**config.mk**
```make
export PLATFORM = sky130hd
export DESIGN_NAME = pinchg_irq
export DESIGN_NICKNAME = d
export VERILOG_FILES = /design/src/rtl/pinchg_pkg.sv /design/src/rtl/pinchg_sync.sv /design/src/rtl/pinchg_regs.sv /design/src/rtl/pinchg_group.sv /design/src/rtl/pinchg_irq.sv
export SDC_FILE = /design/constraint.sdc
export NUM_CORES = 1
export LEC_CHECK = 0
export BUFFER_PORTS_ARGS = -buffer_cell sky130_fd_sc_hd__buf_2
export CORE_MARGIN = 2
export CORE_UTILIZATION = 23
export CTS_CLUSTER_SIZE = 14
export DETAILED_ROUTE_END_ITERATION = 6
export GPL_TIMING_DRIVEN = 0
export PLACE_DENSITY_LB_ADDON = 0.1
export SYNTH_ARGS = -nofsm -noshare
export SYNTH_HDL_FRONTEND = slang
export SYNTH_SLANG_ARGS = --single-unit
```
**constraint.sdc**
```tcl
create_clock -name clk -period 2.41 [get_ports clk]
set_input_delay 0 -clock clk [delete_from_list [all_inputs] [get_ports clk]]
set_output_delay 0 -clock clk [all_outputs]
set_load 0.005 [all_outputs]
```
**src/rtl/pinchg_pkg.sv**
```systemverilog
package pinchg_pkg;

  localparam int unsigned PORT_W = 8;

  // Per-port qualifying edges: a bit is set when the pin is enabled, its
  // level changed, and the new level matches its direction (1 = rising).
  function automatic logic [PORT_W-1:0] edge_hits(
    input logic [PORT_W-1:0] cur,
    input logic [PORT_W-1:0] prev,
    input logic [PORT_W-1:0] dir,
    input logic [PORT_W-1:0] en
  );
    return en & ((cur & ~prev & dir) | (~cur & prev & ~dir));
  endfunction

  // Pending update: clear drops old flags, new hits always survive.
  function automatic logic [PORT_W-1:0] pend_next(
    input logic [PORT_W-1:0] pend,
    input logic [PORT_W-1:0] hits,
    input logic              clr
  );
    return clr ? hits : (pend | hits);
  endfunction

endpackage

```
**src/rtl/pinchg_sync.sv**
```systemverilog
module pinchg_sync #(
  parameter int unsigned W = 8
) (
  input  logic         clk,
  input  logic         rst_n,
  input  logic [W-1:0] pin_i,
  output logic [W-1:0] cur_o,
  output logic [W-1:0] prev_o
);

  logic [W-1:0] meta_q;
  logic [W-1:0] cur_q;
  logic [W-1:0] prev_q;

  always_ff @(posedge clk or negedge rst_n) begin
    if (!rst_n) begin
      meta_q <= '0;
      cur_q  <= '0;
      prev_q <= '0;
    end else begin
      meta_q <= pin_i;
      cur_q  <= meta_q;
      prev_q <= cur_q;
    end
  end

  assign cur_o  = cur_q;
  assign prev_o = prev_q;

endmodule

```
**src/rtl/pinchg_regs.sv**
```systemverilog
module pinchg_regs #(
  parameter int unsigned NUM_GP = 4,
  parameter int unsigned ADDR_W = 3,
  localparam int unsigned GPW = NUM_GP * 8
) (
  input  logic              clk,
  input  logic              rst_n,
  input  logic              wr_i,
  input  logic [ADDR_W-1:0] addr_i,
  input  logic [7:0]        wdata_i,
  output logic [GPW-1:0]    gp_en_o,
  output logic [NUM_GP-1:0] gp_dir_o,
  output logic [7:0]        sp_en_o,
  output logic [7:0]        sp_dir_o
);

  localparam logic [ADDR_W-1:0] A_GP_DIR = ADDR_W'(NUM_GP);
  localparam logic [ADDR_W-1:0] A_SP_EN  = ADDR_W'(NUM_GP + 1);
  localparam logic [ADDR_W-1:0] A_SP_DIR = ADDR_W'(NUM_GP + 2);

  logic [GPW-1:0]    gp_en_q;
  logic [NUM_GP-1:0] gp_dir_q;
  logic [7:0]        sp_en_q;
  logic [7:0]        sp_dir_q;

  genvar p;
  generate
    for (p = 0; p < NUM_GP; p++) begin : g_en
      always_ff @(posedge clk or negedge rst_n) begin
        if (!rst_n)
          gp_en_q[p*8 +: 8] <= '0;
        else if (wr_i && addr_i == ADDR_W'(p))
          gp_en_q[p*8 +: 8] <= wdata_i;
      end
    end
  endgenerate

  always_ff @(posedge clk or negedge rst_n) begin
    if (!rst_n) begin
      gp_dir_q <= '0;
      sp_en_q  <= '0;
      sp_dir_q <= '0;
    end else if (wr_i) begin
      if (addr_i == A_GP_DIR) gp_dir_q <= wdata_i[NUM_GP-1:0];
      if (addr_i == A_SP_EN)  sp_en_q  <= wdata_i;
      if (addr_i == A_SP_DIR) sp_dir_q <= wdata_i;
    end
  end

  assign gp_en_o  = gp_en_q;
  assign gp_dir_o = gp_dir_q;
  assign sp_en_o  = sp_en_q;
  assign sp_dir_o = sp_dir_q;

endmodule

```
**src/rtl/pinchg_group.sv**
```systemverilog
module pinchg_group
  import pinchg_pkg::*;
#(
  parameter int unsigned NPORT = 1,
  localparam int unsigned W = NPORT * PORT_W
) (
  input  logic         clk,
  input  logic         rst_n,
  input  logic [W-1:0] cur_i,
  input  logic [W-1:0] prev_i,
  input  logic [W-1:0] dir_i,
  input  logic [W-1:0] en_i,
  input  logic         clr_i,
  output logic [W-1:0] pend_o,
  output logic         irq_o
);

  logic [W-1:0] hit;
  logic [W-1:0] pend_q;

  genvar p;
  generate
    for (p = 0; p < NPORT; p++) begin : g_port
      assign hit[p*PORT_W +: PORT_W] =
        edge_hits(cur_i[p*PORT_W +: PORT_W], prev_i[p*PORT_W +: PORT_W],
                  dir_i[p*PORT_W +: PORT_W], en_i[p*PORT_W +: PORT_W]);

      always_ff @(posedge clk or negedge rst_n) begin
        if (!rst_n) pend_q[p*PORT_W +: PORT_W] <= '0;
        else pend_q[p*PORT_W +: PORT_W] <=
          pend_next(pend_q[p*PORT_W +: PORT_W], hit[p*PORT_W +: PORT_W], clr_i);
      end
    end
  endgenerate

  assign pend_o = pend_q;
  assign irq_o  = |pend_q;

  genvar b;
  generate
    for (b = 0; b < W; b++) begin : g_chk

      mask_gate_chk: assert property (@(posedge clk) disable iff (!rst_n)
        $rose(pend_q[b]) |-> $past(en_i[b]));

      edge_dir_chk: assert property (@(posedge clk) disable iff (!rst_n)
        $rose(pend_q[b]) |-> ($past(cur_i[b]) == $past(dir_i[b])));

      sticky_chk: assert property (@(posedge clk) disable iff (!rst_n)
        (pend_q[b] && !clr_i) |=> pend_q[b]);

      edge_wins_chk: assert property (@(posedge clk) disable iff (!rst_n)
        (clr_i && en_i[b] && (cur_i[b] != prev_i[b]) && (cur_i[b] == dir_i[b]))
        |=> pend_q[b]);
    end
  endgenerate


  irq_fall_chk: assert property (@(posedge clk) disable iff (!rst_n)
    $fell(irq_o) |-> $past(clr_i));

endmodule

```
**src/rtl/pinchg_irq.sv**
```systemverilog
module pinchg_irq
  import pinchg_pkg::*;
#(
  parameter int unsigned NUM_GP = 4,
  parameter int unsigned ADDR_W = $clog2(NUM_GP + 3),
  localparam int unsigned GPW = NUM_GP * PORT_W
) (
  input  logic              clk,
  input  logic              rst_n,
  input  logic [GPW-1:0]    gp_pins,
  input  logic [7:0]        sp_pins,
  input  logic              reg_wr,
  input  logic [ADDR_W-1:0] reg_addr,
  input  logic [7:0]        reg_wdata,
  input  logic              gp_clr,
  input  logic              sp_clr,
  output logic [GPW-1:0]    gp_pend,
  output logic [7:0]        sp_pend,
  output logic              gp_irq,
  output logic              sp_irq
);

  logic [GPW-1:0]    gp_cur, gp_prev, gp_en, gp_pin_dir;
  logic [NUM_GP-1:0] gp_dir;
  logic [7:0]        sp_cur, sp_prev, sp_en, sp_dir;

  pinchg_sync #(.W(GPW)) u_gp_sync (
    .clk(clk), .rst_n(rst_n), .pin_i(gp_pins), .cur_o(gp_cur), .prev_o(gp_prev)
  );

  pinchg_sync #(.W(8)) u_sp_sync (
    .clk(clk), .rst_n(rst_n), .pin_i(sp_pins), .cur_o(sp_cur), .prev_o(sp_prev)
  );

  pinchg_regs #(.NUM_GP(NUM_GP), .ADDR_W(ADDR_W)) u_regs (
    .clk(clk), .rst_n(rst_n), .wr_i(reg_wr), .addr_i(reg_addr), .wdata_i(reg_wdata),
    .gp_en_o(gp_en), .gp_dir_o(gp_dir), .sp_en_o(sp_en), .sp_dir_o(sp_dir)
  );

  // One direction bit per general port fans out to its eight pins.
  genvar p;
  generate
    for (p = 0; p < NUM_GP; p++) begin : g_dir
      assign gp_pin_dir[p*PORT_W +: PORT_W] = {PORT_W{gp_dir[p]}};
    end
  endgenerate

  pinchg_group #(.NPORT(NUM_GP)) u_gp_grp (
    .clk(clk), .rst_n(rst_n), .cur_i(gp_cur), .prev_i(gp_prev), .dir_i(gp_pin_dir),
    .en_i(gp_en), .clr_i(gp_clr), .pend_o(gp_pend), .irq_o(gp_irq)
  );

  pinchg_group #(.NPORT(1)) u_sp_grp (
    .clk(clk), .rst_n(rst_n), .cur_i(sp_cur), .prev_i(sp_prev), .dir_i(sp_dir),
    .en_i(sp_en), .clr_i(sp_clr), .pend_o(sp_pend), .irq_o(sp_irq)
  );


  cross_clear_chk: assert property (@(posedge clk) disable iff (!rst_n)
    (sp_clr && !gp_clr) |=> ((gp_pend & $past(gp_pend)) == $past(gp_pend)));

endmodule

```
# == Word level (Yosys, flattened, before mapping) ==
# Cells that the tools add are included.
# classes
n_addsub,0
n_mul,0
div,0
magnitude_cmp,0
n_eq_ne,6
shifts,0
mux,5
n_bitwise,50
reduce_logical,10
# ops
op,n
$and 8x8->8,25
$not 8->8,15
$or 8x8->8,10
$mux 8,5
$reduce_or 32->1,1
$eq 3x3->1 const B,3
$reduce_or 8->1,1
$eq 3x2->1 const B,2
$reduce_and 2->1,3
$logic_and 1x1->1,4
$eq 3x1->1 const B,1
$logic_not 3->1,1
# totals
register_bits,212
latchBits,0
ramBits,0
romBits,0
in_bits,56
output_inout_bits,42
elab_cells,89
mem_count,0

# == Logic depth before layout (Yosys ltp) ==
# depth
word_depth,7
depth_mapped,5

# == Hierarchy ==
# A second synthesis with hierarchy kept.
# hier_totals
cells_unflattened,455
hier_area_um2,7255.7
# by_module_without_submodules
mod,instances,cells_each,area_per_inst_um2
pinchg_sync (u_gp_sync),1,96,2402.3
pinchg_regs,1,117,2011.9
pinchg_group (u_gp_grp),1,175,1774.2
pinchg_sync (u_sp_sync),1,24,600.6
pinchg_group (u_sp_grp),1,43,466.7

# == Least setup slack after synthesis ==
# No wires, ideal clock.
# synth_timing
kind,register to register
from,"register u_regs.gp_dir_q[0], in the netlist u_regs.gp_dir_o[0]"
to,"register u_gp_grp.pend_q[6], in the netlist u_gp_grp.pend_o[6]"
arrival_time_ps,1094
setup_slack_ps,1195
stages_incl_launch_ff,5
path_buffers,2
period_less_slack_ps,1215
cell_sequence,dfrtp_1 > clkbuf_1 > clkbuf_1 > o22ai_1 > a22o_1
# synth_via
elab_chain_cells,6
word_cells_on_any_way,7
classes_between,1 x mux; 6 x bitwise
# synth_lines
element,line,text
start: declaration,pinchg_regs.sv:22,logic [NUM_GP-1:0] gp_dir_q;
start signal: assignment,pinchg_regs.sv:44,if (addr_i == A_GP_DIR) gp_dir_q <= wdata_i[NUM_GP-1:0];
$not 8->8,pinchg_pkg.sv:13,return en & ((cur & ~prev & dir) | (~cur & prev & ~dir));
$and 8x8->8,pinchg_pkg.sv:13,
$or 8x8->8 (*),pinchg_pkg.sv:13,
$and 8x8->8 (*),pinchg_pkg.sv:13,
$or 8x8->8,pinchg_pkg.sv:22,return clr ? hits : (pend | hits);
$mux 8 (*),pinchg_pkg.sv:22,
end signal: indexed assignment,pinchg_group.sv:30,else pend_q[p*PORT_W +: PORT_W] <=
end: declaration,pinchg_group.sv:19,logic [W-1:0] pend_q;
# Mark *: on every way between the ends. The rest lies on a longest branch, timed or not.
# A chain may end at the register's enable or synchronous reset.

# == Final worst setup path ==
# layout_timing
from,"register u_gp_grp.pend_q[27], in the netlist u_gp_grp.pend_o[27]"
to,output port gp_irq
# layout_via
elab_chain_cells,1
# layout_lines
element,line,text
$reduce_or 32->1,pinchg_group.sv:37,assign irq_o = |pend_q;
end: declaration,pinchg_irq.sv:19,"output logic gp_irq,"
# No other way between the ends.

==> impl_metrics.csv <==
group,metric,value,unit
power_and_ir_drop,ir_drop,0.000433,V
floorplanning,start_util,23.4,%
logic_synthesis,netlist_area,7150,sq um
cts,h-tree-depth,1,
cts,tritoncts,"built",
logic_synthesis,synth_fp_nets,515,
global_route,grt_pass1_vias,4477,
placed_design,dp_cells,952,
sta,tns,0,ps
sta,rsz0062_at_grt,"false",
power_and_ir_drop,p_sw,2.25,mW
min_path,hp-start,"reg_addr[1]",
floorplanning,die_h,180,microns
cts,cts_buffers,26,
power_and_ir_drop,pwr-share-seq,46.7,%
worst_setup_path,critPathLaunchType,"register",
power_and_ir_drop,powerDensity,961,nW/um^2
sta,final.min_clock_period,2190,ps
floorplanning,num_io_pins,98,
run,drv_cap,0,
logic_synthesis,synth.avg_cell_area,15.6,sq um
sta,report.final.setup_viol,0,
placed_design,routabilityCongestion,0.713,
logic_synthesis,synth_cell_types,19,
worst_setup_path,cp-end-kind,"output port",
status,run_status,"finished, final reports clean",
power_and_ir_drop,internal_power,6.97,mW
placed_design,dp_slack,663,ps
sta,relSlewSlack,57.6,%
min_path,hp-class,"input pin to register",
worst_setup_path,path_class,"register to output port",
sta,holdWs,33.2,ps
route,totalWireLength,17200,microns
logic_synthesis,synth_seq_cells,212,
finish,fin_nets,693,
cts,clkTransAtPathRegs,60,ps
route,drcViolationCount,0,
power_and_ir_drop,power.leakage,4.30,nW
sta,max_slew.worst_pin.slew,633,ps
route,antenna_left,0,
logic_synthesis,seq_area_frac_synth,74.2,%
sta,fin_crit_sh,90.9,%
global_route,track_usage,10.6,%
floorplanning,die_w,180,microns
placed_design,io_buffer_count,95,
logic_synthesis,synth_top_cell_area_share,74.2,%
worst_setup_path,cp.arrival,2190,ps
cts,clk_latency,520,ps
route,vias,4342,
cts,cts_root_buffer,"clkbuf_16",
finish,synthToLayoutAreaGrowth,34.1,%
global_route,grt_max_degree,84,
route,drt-initial-drc-count,182,
global_route,grt_first_pass_wirelength,27000,microns
sta,fmax,457,MHz
sta,hold_viol_final,0,
route,drtPass1Iterations,4,
logic_synthesis,yosysWarnings,0,
sta,fin_ws,220,ps
power_and_ir_drop,power_frac_clock,41.9,%
floorplanning,core_area,30600,sq um
cts,ctsLongestPathBuffers,3,
worst_setup_path,startpoint,"u_gp_grp.pend_o[27]",
worst_setup_path,r2r-start,"u_regs.gp_dir_o[0]",
finish,fin_area,9590,sq um
global_route,grt-ovfl-total,0,
placed_design,placed_area,8190,sq um
route,via_per_inst,4.13,
global_route,antenna_found_initial,0,
worst_setup_path,worstPathMaxFanout,3,
logic_synthesis,synth_top_area_cell,"dfrtp_1",
sta,finalMaxSlewViolations,0,
power_and_ir_drop,p_sw_share,24.4,%
floorplanning,row_count,64,
floorplanning,dieArea,32500,sq um
logic_synthesis,netlist_top_cells_area,"dfrtp_1 (74%), mux2_2 (8.2%), a22o_1 (4.9%)",
route,wl_per_cell,16.4,microns
sta,finClkSkew,10.1,ps
placed_design,dp_hpwl,11400,microns
worst_setup_path,critPathRequiredTime,2410,ps
power_and_ir_drop,pwr-share-comb,11.3,%
finish,drive_gt1_share,30.4,%
cts,clock-sinks,212,
finish,stdcell_count,1052,
logic_synthesis,syn_inst,459,
metal layers:
layer  GRT usage, %  vias to the layer above  part of all wire (%)
li1               -                     2019                     -
met1           15.4                     2181                    49
met2           15.7                      111                    43
met3           2.67                       31                   5.4
met4           3.19                        0                   2.6
met5              0                        -                     0
path summary, 6_finish.rpt:
check | endpoint | slack [ps] | cells past startpoint
max in group asynchronous | u_sp_sync.cur_o[0] | 570 | 4
max reg2reg | u_gp_grp.pend_o[7] | 840 | 4
max | gp_irq | 220 | 4
min in group asynchronous | u_gp_grp.pend_o[27] | 510 | 3
min reg2reg | u_gp_sync.cur_o[26] | 340 | 0
min | u_regs.gp_en_o[16] | 30 | 4
repair_timing:
action                    in CTS  in global routing
hold endpoints to repair     314                  0
hold buffers                  53                  0
setup buffers                  0                  0
resized for setup              0                  0
final cells by class:
class	count	area [sq um]
tap	396	495
multi-input combinational	235	1800
clock buffer	40	815
timing repair buffer	150	1070
buffer	10	40.0
inverter	2	7.51
fill	3063	21000
sequential	212	5310
clock inverter	6	55.1
antenna	1	2.50
worst max-delay path, stage by stage, from the launching register on:
cell and delay (ps):
dfrtp_1 410, nor4_1 580, nand4_1 190, or2_2 350
buf_2 130
stage by stage:
stage               utilization (%)  power, mW
floorplan                         -       4.81
global placement               26.6       5.34
detailed placement             26.8       5.37
CTS                            31.3       9.39
global route                   31.3       9.70
finish                         31.4       9.21
registers in the layout (all words and copies together), names as in the netlist:
signal and count:
u_regs.sp_en_o 8, u_gp_sync.prev_o 32, u_sp_sync.meta_q 8, u_gp_sync.meta_q 32
u_regs.sp_dir_o 8, u_sp_grp.pend_o 8, u_gp_sync.cur_o 32, u_regs.gp_en_o 32
u_gp_grp.pend_o 32, u_sp_sync.cur_o 8, u_sp_sync.prev_o 8, u_regs.gp_dir_o 4
layout by cell type, fill, tap and decap left out:
| master | instances |
|---|---|
| dfrtp_1 | 212 |
| buf_2 | 96 |
| dlygate4sd3_1 | 53 |
| mux2_2 | 52 |
| nand2b_1 | 40 |
| a22o_1 | 40 |
| nand2_1 | 32 |
| o22ai_1 | 30 |
| clkbuf_16 | 27 |
| clkbuf_1 | 12 |
| nand3b_1 | 10 |
| o21ai_0 | 10 |
| nor4_1 | 10 |
| clkbuf_8 | 9 |
| clkinv_2 | 5 |
| nand4b_1 | 3 |
| inv_1 | 2 |
| nand4_1 | 2 |
| nor3_4 | 2 |
| buf_16 | 2 |
| diode_2 | 1 |
| or2_2 | 1 |
| nand2b_2 | 1 |
| nor3b_2 | 1 |
| nor3b_4 | 1 |
| bufinv_16 | 1 |
| buf_8 | 1 |
power by group through the flow:
| stage | logic (mW) | registers (mW) | clock network (mW) |
|---|---|---|---|
| floorplan | 0.545 | 4.27 | 0 |
| CTS | 1.08 | 4.31 | 4.01 |
| finish | 1.04 | 4.31 | 3.86 |
| detailed placement | 1.00 | 4.37 | 0 |
| global placement | 0.979 | 4.36 | 0 |
| global route | 1.16 | 4.37 | 4.17 |
cell families (layout without fill, tap and decap cells):
kind of cell    after synthesis  in the layout  share of synthesized area [%]
compound gates               80             80                           8.22
mux                          52             52                           8.19
simple gates                103            103                           8.75
buf+inv                      12            208                          0.665
flops                       212            212                           74.2
other cells                   0              1                              0
Yosys cell counts, drive strengths merged:
master	n
clkbuf	8
o22ai	30
nand3b	10
nor3	2
nand2	32
buf	2
inv	2
nand4b	3
nand4	2
nor3b	2
o21ai	10
nand2b	41
dfrtp	212
nor4	10
a22o	40
mux2	52
or2	1
Note: power is estimated with default switching activity, not from simulation.
